==> config.mk <==
export PLATFORM = sky130hd
export DESIGN_NAME = intr_dist
export DESIGN_NICKNAME = d
export VERILOG_FILES = /design/src/rtl/intr_dist_pkg.sv /design/src/rtl/intr_dist_edge.sv /design/src/rtl/intr_dist_arb.sv /design/src/rtl/intr_dist.sv
export SDC_FILE = /design/constraint.sdc
export NUM_CORES = 2
export LEC_CHECK = 0
export BUFFER_PORTS_ARGS = -buffer_cell sky130_fd_sc_hd__buf_2
export CAP_MARGIN = 20
export CORE_AREA = 8 8 526 528
export CTS_BUF_LIST = sky130_fd_sc_hd__clkbuf_4 sky130_fd_sc_hd__clkbuf_8
export DETAILED_ROUTE_END_ITERATION = 8
export DIE_AREA = 0 0 534 536
export SYNTH_ARGS = -nofsm -noshare
export SYNTH_HDL_FRONTEND = slang
export SYNTH_HIERARCHICAL = 1
export SYNTH_SLANG_ARGS = --single-unit
export TNS_END_PERCENT = 20
==> constraint.sdc <==
create_clock -name clk_i -period 254.6 [get_ports clk_i]
set_input_delay 12.73 -clock clk_i [delete_from_list [all_inputs] [get_ports clk_i]]
set_output_delay 12.73 -clock clk_i [all_outputs]
set_load 0.01 [all_outputs]
==> src/rtl/intr_dist_pkg.sv <==
package intr_dist_pkg;
  localparam int ADDR_W = 12;
  localparam int PRIO_W = 8;

  localparam logic [ADDR_W-1:0] A_CTRL = 12'h000;
  localparam logic [ADDR_W-1:0] A_TYPE = 12'h004;
  localparam logic [ADDR_W-1:0] A_SWI  = 12'h008;

  // addr[11:7] regions below 0x400
  localparam logic [4:0] R_EN_SET  = 5'h02;
  localparam logic [4:0] R_EN_CLR  = 5'h03;
  localparam logic [4:0] R_PND     = 5'h04;
  localparam logic [4:0] R_PND_CLR = 5'h05;

  // addr[11:10] regions
  localparam logic [1:0] G_PRIO = 2'b01;
  localparam logic [1:0] G_TGT  = 2'b10;
  localparam logic [1:0] G_CFG  = 2'b11;
endpackage

==> src/rtl/intr_dist_edge.sv <==
module intr_dist_edge #(
  parameter int N = 48
) (
  input  logic         clk_i,
  input  logic         rst_ni,
  input  logic [N-1:0] lvl_i,
  output logic [N-1:0] rise_o
);
  logic [N-1:0] lvl_q;

  always_ff @(posedge clk_i or negedge rst_ni) begin
    if (!rst_ni) lvl_q <= '0;
    else         lvl_q <= lvl_i;
  end

  assign rise_o = lvl_i & ~lvl_q;
endmodule

==> src/rtl/intr_dist_arb.sv <==
module intr_dist_arb
  import intr_dist_pkg::*;
#(
  parameter int NUM_SRC = 64,
  parameter int ID_W    = 6
) (
  input  logic                      clk_i,
  input  logic                      rst_ni,
  input  logic [NUM_SRC-1:0]        cand_i,
  input  logic [NUM_SRC*PRIO_W-1:0] prio_i,
  output logic                      valid_o,
  output logic [ID_W-1:0]           id_o,
  output logic [PRIO_W-1:0]         prio_o
);
  logic [PRIO_W-1:0] best_p;

  // ascending scan with strict compare keeps the lowest id on ties
  always_comb begin
    valid_o = 1'b0;
    id_o    = '0;
    best_p  = '1;
    for (int s = 0; s < NUM_SRC; s++) begin
      if (cand_i[s] && (!valid_o || prio_i[s*PRIO_W +: PRIO_W] < best_p)) begin
        valid_o = 1'b1;
        id_o    = ID_W'(s);
        best_p  = prio_i[s*PRIO_W +: PRIO_W];
      end
    end
    prio_o = valid_o ? best_p : '0;
  end

  p_pick_is_cand_r10: assert property (@(posedge clk_i) disable iff (!rst_ni)
    valid_o |-> cand_i[id_o]);
  p_pick_not_worse_r10: assert property (@(posedge clk_i) disable iff (!rst_ni)
    (valid_o && cand_i[0]) |-> (prio_o <= prio_i[PRIO_W-1:0]));
endmodule

==> src/rtl/intr_dist.sv <==
module intr_dist
  import intr_dist_pkg::*;
#(
  parameter  int NUM_SRC = 64,
  parameter  int NUM_CPU = 2,
  localparam int ID_W    = $clog2(NUM_SRC),
  localparam int CPU_W   = (NUM_CPU > 1) ? $clog2(NUM_CPU) : 1,
  localparam int NUM_HW  = NUM_SRC - 16
) (
  input  logic                      clk_i,
  input  logic                      rst_ni,
  input  logic [NUM_HW-1:0]         irq_i,
  input  logic                      req_i,
  input  logic                      we_i,
  input  logic [CPU_W-1:0]          bus_cpu_i,
  input  logic [ADDR_W-1:0]         addr_i,
  input  logic [31:0]               wdata_i,
  output logic [31:0]               rdata_o,
  output logic [NUM_CPU-1:0]        best_valid_o,
  output logic [NUM_CPU*ID_W-1:0]   best_id_o,
  output logic [NUM_CPU*PRIO_W-1:0] best_prio_o
);
  localparam int NUM_SH    = NUM_SRC - 32;
  localparam int EN_WORDS  = NUM_SRC / 32;
  localparam int PRI_WORDS = NUM_SRC / 4;
  localparam int CFG_WORDS = NUM_SRC / 16;

  logic                             ctrl_en;
  logic [NUM_CPU-1:0][31:0]         en_priv, lat_priv;
  logic [NUM_SH-1:0]                en_sh, lat_sh;
  logic [NUM_SRC*PRIO_W-1:0]        prio_q;
  logic [NUM_SH*NUM_CPU-1:0]        tgt_q;
  logic [NUM_HW-1:0]                edge_q;
  logic [NUM_HW-1:0]                rise;
  logic [NUM_CPU-1:0][NUM_SRC-1:0]  pnd_view, cand;

  logic       wr;
  logic [4:0] lo_rgn;
  logic [1:0] hi_rgn;
  int         lo_idx, widx;

  assign wr     = req_i & we_i;
  assign lo_rgn = addr_i[11:7];
  assign hi_rgn = addr_i[11:10];
  assign lo_idx = int'(addr_i[6:2]);
  assign widx   = int'(addr_i[9:2]);

  intr_dist_edge #(.N(NUM_HW)) u_edge (
    .clk_i (clk_i), .rst_ni(rst_ni), .lvl_i(irq_i), .rise_o(rise)
  );

  // per-processor pending and candidate views
  for (genvar gc = 0; gc < NUM_CPU; gc++) begin : g_cpu
    for (genvar gs = 0; gs < NUM_SRC; gs++) begin : g_src
      if (gs < 16) begin : g_sgi
        assign pnd_view[gc][gs] = lat_priv[gc][gs];
        assign cand[gc][gs]     = ctrl_en & en_priv[gc][gs] & lat_priv[gc][gs];
      end else if (gs < 32) begin : g_priv
        assign pnd_view[gc][gs] = edge_q[gs-16] ? lat_priv[gc][gs] : irq_i[gs-16];
        assign cand[gc][gs]     = ctrl_en & en_priv[gc][gs] & pnd_view[gc][gs];
      end else begin : g_sh
        assign pnd_view[gc][gs] = edge_q[gs-16] ? lat_sh[gs-32] : irq_i[gs-16];
        assign cand[gc][gs]     = ctrl_en & en_sh[gs-32] & pnd_view[gc][gs]
                                & tgt_q[(gs-32)*NUM_CPU + gc];
      end
    end

    logic              a_valid;
    logic [ID_W-1:0]   a_id;
    logic [PRIO_W-1:0] a_prio;

    intr_dist_arb #(.NUM_SRC(NUM_SRC), .ID_W(ID_W)) u_arb (
      .clk_i (clk_i), .rst_ni(rst_ni), .cand_i(cand[gc]), .prio_i(prio_q),
      .valid_o(a_valid), .id_o(a_id), .prio_o(a_prio)
    );

    always_ff @(posedge clk_i or negedge rst_ni) begin
      if (!rst_ni) begin
        best_valid_o[gc]              <= 1'b0;
        best_id_o[gc*ID_W +: ID_W]    <= '0;
        best_prio_o[gc*PRIO_W +: PRIO_W] <= '0;
      end else begin
        best_valid_o[gc]              <= a_valid;
        best_id_o[gc*ID_W +: ID_W]    <= a_id;
        best_prio_o[gc*PRIO_W +: PRIO_W] <= a_prio;
      end
    end

    p_gate_r7: assert property (@(posedge clk_i) disable iff (!rst_ni)
      best_valid_o[gc] |-> $past(ctrl_en));
    p_swi_pend_r9: assert property (@(posedge clk_i) disable iff (!rst_ni)
      (wr && addr_i == A_SWI && wdata_i[16+gc]) |=> lat_priv[gc][$past(wdata_i[3:0])]);
  end

  // register writes and pending latches
  always_ff @(posedge clk_i or negedge rst_ni) begin
    if (!rst_ni) begin
      ctrl_en  <= 1'b0;
      en_priv  <= '0;
      lat_priv <= '0;
      en_sh    <= '0;
      lat_sh   <= '0;
      prio_q   <= '0;
      edge_q   <= '0;
      for (int i = 0; i < NUM_SH; i++) tgt_q[i*NUM_CPU +: NUM_CPU] <= NUM_CPU'(1);
    end else begin
      for (int c = 0; c < NUM_CPU; c++)
        for (int s = 16; s < 32; s++)
          if (edge_q[s-16] && rise[s-16]) lat_priv[c][s] <= 1'b1;
      for (int s = 32; s < NUM_SRC; s++)
        if (edge_q[s-16] && rise[s-16]) lat_sh[s-32] <= 1'b1;

      if (wr) begin
        if (addr_i == A_CTRL) ctrl_en <= wdata_i[0];
        if (addr_i == A_SWI)
          for (int c = 0; c < NUM_CPU; c++)
            if (wdata_i[16+c]) lat_priv[c][wdata_i[3:0]] <= 1'b1;
        if (lo_rgn == R_EN_SET) begin
          if (lo_idx == 0) en_priv[bus_cpu_i] <= en_priv[bus_cpu_i] | wdata_i;
          else if (lo_idx < EN_WORDS)
            en_sh[(lo_idx-1)*32 +: 32] <= en_sh[(lo_idx-1)*32 +: 32] | wdata_i;
        end
        if (lo_rgn == R_EN_CLR) begin
          if (lo_idx == 0) en_priv[bus_cpu_i] <= en_priv[bus_cpu_i] & ~wdata_i;
          else if (lo_idx < EN_WORDS)
            en_sh[(lo_idx-1)*32 +: 32] <= en_sh[(lo_idx-1)*32 +: 32] & ~wdata_i;
        end
        // clear wins over a same-cycle edge
        if (lo_rgn == R_PND_CLR) begin
          if (lo_idx == 0) lat_priv[bus_cpu_i] <= lat_priv[bus_cpu_i] & ~wdata_i;
          else if (lo_idx < EN_WORDS)
            lat_sh[(lo_idx-1)*32 +: 32] <= lat_sh[(lo_idx-1)*32 +: 32] & ~wdata_i;
        end
        if (hi_rgn == G_PRIO && widx < PRI_WORDS) prio_q[widx*32 +: 32] <= wdata_i;
        if (hi_rgn == G_TGT && widx >= 8 && widx < PRI_WORDS)
          for (int k = 0; k < 4; k++)
            tgt_q[(widx*4+k-32)*NUM_CPU +: NUM_CPU] <= wdata_i[k*8 +: NUM_CPU];
        if (hi_rgn == G_CFG && widx >= 1 && widx < CFG_WORDS)
          for (int k = 0; k < 16; k++) edge_q[widx*16+k-16] <= wdata_i[2*k+1];
      end
    end
  end

  always_comb begin
    rdata_o = '0;
    if (addr_i == A_CTRL) rdata_o[0] = ctrl_en;
    if (addr_i == A_TYPE) rdata_o[4:0] = 5'(EN_WORDS - 1);
    if (lo_rgn == R_EN_SET || lo_rgn == R_EN_CLR) begin
      if (lo_idx == 0) rdata_o = en_priv[bus_cpu_i];
      else if (lo_idx < EN_WORDS) rdata_o = en_sh[(lo_idx-1)*32 +: 32];
    end
    if (lo_rgn == R_PND || lo_rgn == R_PND_CLR) begin
      if (lo_idx < EN_WORDS) rdata_o = pnd_view[bus_cpu_i][lo_idx*32 +: 32];
    end
    if (hi_rgn == G_PRIO && widx < PRI_WORDS) rdata_o = prio_q[widx*32 +: 32];
    if (hi_rgn == G_TGT && widx >= 8 && widx < PRI_WORDS)
      for (int k = 0; k < 4; k++)
        rdata_o[k*8 +: NUM_CPU] = tgt_q[(widx*4+k-32)*NUM_CPU +: NUM_CPU];
    if (hi_rgn == G_CFG) begin
      if (widx == 0) rdata_o = 32'hAAAA_AAAA;
      else if (widx < CFG_WORDS)
        for (int k = 0; k < 16; k++) rdata_o[2*k+1] = edge_q[widx*16+k-16];
    end
  end

  p_cfg_hold_r2: assert property (@(posedge clk_i) disable iff (!rst_ni)
    !(wr && hi_rgn == G_CFG) |=> $stable(edge_q));
  p_en_clr_r1: assert property (@(posedge clk_i) disable iff (!rst_ni)
    (wr && lo_rgn == R_EN_CLR && lo_idx == 1 && wdata_i[0]) |=> !en_sh[0]);
  p_en_bank_r4: assert property (@(posedge clk_i) disable iff (!rst_ni)
    (wr && lo_rgn == R_EN_SET && lo_idx == 0 && bus_cpu_i == '0) |=> $stable(en_priv[NUM_CPU-1]) || NUM_CPU == 1);
endmodule

Yosys cells after proc, flatten, opt, wreduce, memory -nomap -nowiden
Cells that the tools add are included.

Bits of input ports: 97. Register bits after elaboration: 895. Word-level logic and storage cells: 1701.

Bitwise gates (word level): 268. Shifts and indexed selects: 22. Add/sub/neg operators: 45. Reductions and logical operators: 458. Magnitude comparators: 167. Eq/ne operators: 9. Multiplexer cells: 713.

Operator list (number): 8-bit 2-to-1 mux (130); 8-bit less-than comparator (126); 32-bit 2-to-1 mux (26); 48-bit bitwise mux (16); 64-bit 2-to-1 mux (11); 512-bit bitwise mux (1); 32-bit by 33-bit variable shift with 512-bit output, first input constant (1); 32-bit by 33-bit indexed part select with 512-bit output (1); 512-bit by 14-bit indexed part select with 32-bit output (1); 64-bit bitwise mux (7); 6-bit 2-to-1 mux (64); 1-bit 2-to-1 mux (357); 1-bit bitwise AND (257); 2-bit by 33-bit variable shift with 64-bit output, first input constant (4); 2-bit by 33-bit indexed part select with 64-bit output (4); 14-bit by 1-bit >= comparator with 1-bit output, second input constant (15); 14-bit by 8-bit less-than comparator with 1-bit output, second input constant (15); 13-bit by 5-bit subtractor with 14-bit output, second input constant (15); 1-bit logical AND (197); 64-bit by 13-bit indexed part select with 2-bit output (3); 5-bit 2-to-1 mux (32); 13-bit negation with 33-bit output (4); 32-bit bitwise AND (4); 1-bit logical OR (128); other kinds (51) (263).

Depth between registers and ports, before layout
Depth after elaboration: 256. Gate-level depth with buffers: 749.

By module
Netlist, hierarchy kept.

Modules (own cells, without submodules): intr_dist (seq. area each 21235.4 µm², cells each 4221, times used 1, area each 42389.4 µm²); intr_dist_arb (g_cpu[1].u_arb) (seq. area each 0.0 µm², cells each 3650, times used 1, area each 24524.8 µm²); intr_dist_arb (g_cpu[0].u_arb) (seq. area each 0.0 µm², cells each 3633, times used 1, area each 24433.4 µm²); intr_dist_edge (seq. area each 1201.2 µm², cells each 96, times used 1, area each 1861.8 µm²).

Worst setup path before layout
No wires, ideal clock.

Kind: register -> register. Start: reg ctrl_en. End: reg best_prio_o[3]. Buffers on the path: 66. Cell stages (with the launch flop): 691. Arrival: 117.620 ns. Path slack: 136.855 ns. Cells stage by stage: dfrtp_1 -> clkbuf_1 -> clkbuf_1 -> and3_1 -> clkbuf_1 -> nor2b_1 -> ha_1 -> a21oi_1 -> o2111ai_1 -> o311ai_2 -> buf_2 -> nand2_1 -> o21ai_0 -> inv_1 -> ha_1 -> a211oi_1 -> o21ai_1 -> o211a_1 -> [655 not listed] -> o21ai_2 -> mux2_4 -> ha_1 -> o21ai_0 -> nand2b_1 -> a21oi_1 -> o21a_1 -> o21a_1 -> a31oi_4 -> mux2i_1 -> ha_1 -> a21o_1 -> a21o_1 -> a21oi_1 -> o21ai_0 -> a221oi_2 -> or2_2 -> o21ai_1.

RTL lines: from (decl) (RTL line intr_dist.sv:28) `logic ctrl_en;`; from (signal assigned) (RTL line intr_dist.sv:114) `if (addr_i == A_CTRL) ctrl_en <= wdata_i[0];`; to (signal, indexed assignment) (RTL line intr_dist.sv:85) `best_prio_o[gc*PRIO_W +: PRIO_W] <= a_prio;`; to (decl) (RTL line intr_dist.sv:21) `output logic [NUM_CPU*PRIO_W-1:0] best_prio_o`.

==> summary.md <==
| Metric | Value |
|---|---|
| Status | completed |
| VDD IR max | 0.00406 mV |
| CTS Buffer Depth | 4 |
| Hold WS | approximately 0.49 ns |
| Final setup violating endpoints | 0 |
| Setup Buffers After CTS | 0 |
| Synthesized Nets | around 12,000 |
| Worst EP arrival | around 140 ns |
| CORE AREA | 269,000 µm² |
| CTS buffer count | about 170 |
| M1 wire length | roughly 180,000 µm |
| Hold Buf Count CTS | 0 |
| Worst R2R Setup Slack | 112.82 ns |
| Layout Skew | about 0.086 ns |
| Tcrit/Tclk final | a little under three fifths |
| HP Class | flip-flop to flip-flop |
| FMAX | a little over 0.007 GHz |
| Hold Vio Cnt, Final | 0 |
| Pre-antenna DRT Iters | 8 |
| Synth-to-Final Area Change | 8.10% |
| Crit path launch type | flip-flop |
| Slew HR | about 5.8% |
| Synth Instances | between 10,000 and 15,000 |
| Initial Utilization | between 30% and 40% |
| Seq cells post-synth | 895 |
| Io pins | approximately 160 |
| Die Y | around 540 µm |
| Routed length on met3 | around 56,000 µm |
| H-tree depth | 4 |
| CP Data Required Time | between 200 and 300 ns |
| Worst-margin pin slew | around 1.4 ns |
| Post-layout net count | about 12,000 |
| Gr usage total | 30.8% |
| Chip width | approximately 530 µm |
| Slowest CP cell | a21oi_1 |
| First-pass GRT wire length | between 600,000 and 700,000 µm |
| Fraction of registers with async set/reset | 100% |
| Post-synthesis sequential area ratio | between 20% and 30% |
| Final antenna-violating net count | 0 |
| Top cell type's share of synthesized area | 23.2% |
| Via count | about 96,000 |
| CP endpoint kind | flip-flop |
| Post-Route WL | about 460,000 µm |
| Post-synth EDFFs | 0 |
| Mapped Area | about 93,000 µm² |
| CP dominant cell by count | o21ai_0 |
| Leading area contributor after synthesis | dfrtp_1 |
| CTS tree | built |
| Reg clk slew, reported paths | about 0.07 ns |
| DP Worst Slack | ~120 ns |
| Clk_lat worst skew | 0.97 ns |
| Slew Viols, Final | 0 |
| Cts repair resizes | 0 |
| RSZ-0062 raised after global routing | false |
| Share of cells above drive strength 1 | between 10 and 15% |
| Vias per cell | around 6.3 |
| GPL Wtd Cong | between 1 and 1.5 |
| WS Path Type | flip-flop to flip-flop |
| Leak | 47.5 nW |
| Post-synth top flop | dfrtp_1 |
| Yosys Warn Count | 6 |
| PwrDens | around 3.3 nW/µm² |
| Initial DRC Count | 12,000 |
| Commonest non-fill, non-tap cells in the layout | nand2_1, o21ai_0, nor2_1 |
| Gr ovfl total | 0 |
| Setup slack after layout | about 110 ns |
| Initial antenna violation count | 87 |
| Die outline area | around 290,000 µm² |
| Avg Inst Size Synth | ~8 µm² |
| Top cells by area, synth | dfrtp_1, ha_1, nand2_1, o21ai_0, a21oi_1 |
| Largest net degree at the start of global routing | 170 |
| Root buf cell | clkbuf_8 |
| Rows | about 190 |
| Max FO, Critical Path | ~50 |
| Number of library cell types mapped by synthesis | around 200 |
| Min Tclk post-route | between 100 and 150 ns |
| Uppermost layer routed | met5 |
| Total power | about 0.00033 W |
| Routed len/inst | approximately 30 µm |
| CTS sink cnt | around 900 |
| Setup TNS | 0 ns |
| DR WL met2 | ~190,000 µm |
| Most common cell after layout, fill and taps aside | nand2_1 |
| Max Cap Viol | 0 |
| Fillers | around 28,000 |
| DPL Wire Length | 354,000 µm |
| # DRC | 0 |
| Vias in the first global route | between 80,000 and 90,000 |
| Port bufs | ~160 |
| CP max stage delay | 0.85 ns |
==> layout make-up <==
| class | count | area [µm²] | area share (%) |
|---|---|---|---|
| multi-input cells | 9525 | 65700 | 65.2 |
| inverters | 640 | 2420 | 2.40 |
| well taps | 3570 | 4470 | 4.43 |
| flip-flops and latches | 895 | 22400 | 22.3 |
| clock inverters | 36 | 420 | 0.417 |
| diodes | 52 | 130 | 0.129 |
| repair buffers | 311 | 2010 | 2.00 |
| clock buffers | 249 | 3130 | 3.11 |
==> cells in the mapped netlist (44+ instances only) <==
| library cell | count |
|---|---|
| nand2_1 | 1705 |
| o21ai_0 | 983 |
| nor2_1 | 873 |
| dfrtp_1 | 863 |
| a21oi_1 | 817 |
| ha_1 | 665 |
| inv_1 | 633 |
| o21ai_1 | 324 |
| clkbuf_1 | 295 |
| mux2i_1 | 287 |
| a21o_1 | 227 |
| nand3_1 | 221 |
| mux2_2 | 185 |
| nor3_1 | 177 |
| mux4_2 | 176 |
| and2_1 | 136 |
| and3_1 | 133 |
| a31oi_1 | 118 |
| nand4_1 | 116 |
| nor2b_1 | 107 |
| nand2b_1 | 104 |
| buf_2 | 100 |
| o211ai_1 | 100 |
| a211oi_1 | 99 |
| o21a_1 | 83 |
| a22o_1 | 75 |
| o31ai_1 | 69 |
| or3_1 | 67 |
| and4_1 | 66 |
| or2_2 | 66 |
| o21ai_2 | 65 |
| a211o_1 | 57 |
| o22ai_1 | 56 |
| a221oi_1 | 50 |
| nor2b_4 | 49 |
| maj3_1 | 47 |
| buf_4 | 44 |
| nor4_1 | 44 |
==> final timing paths <==
path | from | endpoint | depth (start not counted)
max | ctrl_en | best_id_o[8] | 750
min | tgt_q[42] | tgt_q[42] | 2
max reg2reg | ctrl_en | best_id_o[8] | 606
min reg2reg | tgt_q[42] | tgt_q[42] | 2
max in group asynchronous | rst_ni | prio_q[273] | 5
min in group asynchronous | rst_ni | prio_q[216] | 1
==> worst max-delay path, delay by kind of cell, from the launching register on <==
kind	cells	cell delay, ns
adders and majority gates	79	24.24
and+or+nand+nor	212	41.33
AOI/OAI and AO/OA	392	94.84
DFF	1	0.78
muxes	30	9.33
buffers and inverters	37	3.92
==> power breakdown <==
group          internal (W)  switching [W]   total, W  leakage (nW)
sequential         0.000143    0.000000515   0.000143          12.2
clock             0.0000867      0.0000705   0.000157          1.87
combinational    0.00000559      0.0000215  0.0000271          33.4
==> metrics by stage <==
| step | utilization (%) | std cells | cell area [µm²] |
|---|---|---|---|
| finish | 37.5 | 15300 | 101000 |
| global placement | 36.1 | 14900 | 97000 |
| CTS | 37.4 | 15200 | 101000 |
| detailed placement | 36.1 | 14900 | 97000 |
| floorplan | - | 11600 | 93200 |
| global route | 37.4 | 15200 | 101000 |
==> state kept, by name (all words and copies together), names as in the netlist <==
signal and flops:
lat_priv 64, lat_sh 32, edge_q 48, best_prio_o 16
en_sh 32, prio_q 512, best_id_o 12, best_valid_o 2
tgt_q 64, en_priv 64, ctrl_en 1, u_edge/lvl_q 48
==> logic make-up after synthesis <==
family / count (synthesis) / synth area share, %
flops: 895 / 24.1
simple gates: 4173 / 22.0
xor+xnor: 72 / 0.705
buf+inv: 1180 / 5.53
compound gates: 3854 / 27.8
fa+ha+maj: 721 / 9.54
mux: 705 / 10.4
==> routing by layer <==
layer	track usage, %	vias up
li1	-	42800
met1	38.4	46400
met2	43.9	5578
met3	10.6	1452
met4	22.9	44
met5	0.354	-
(Power assumes the default switching activity.)
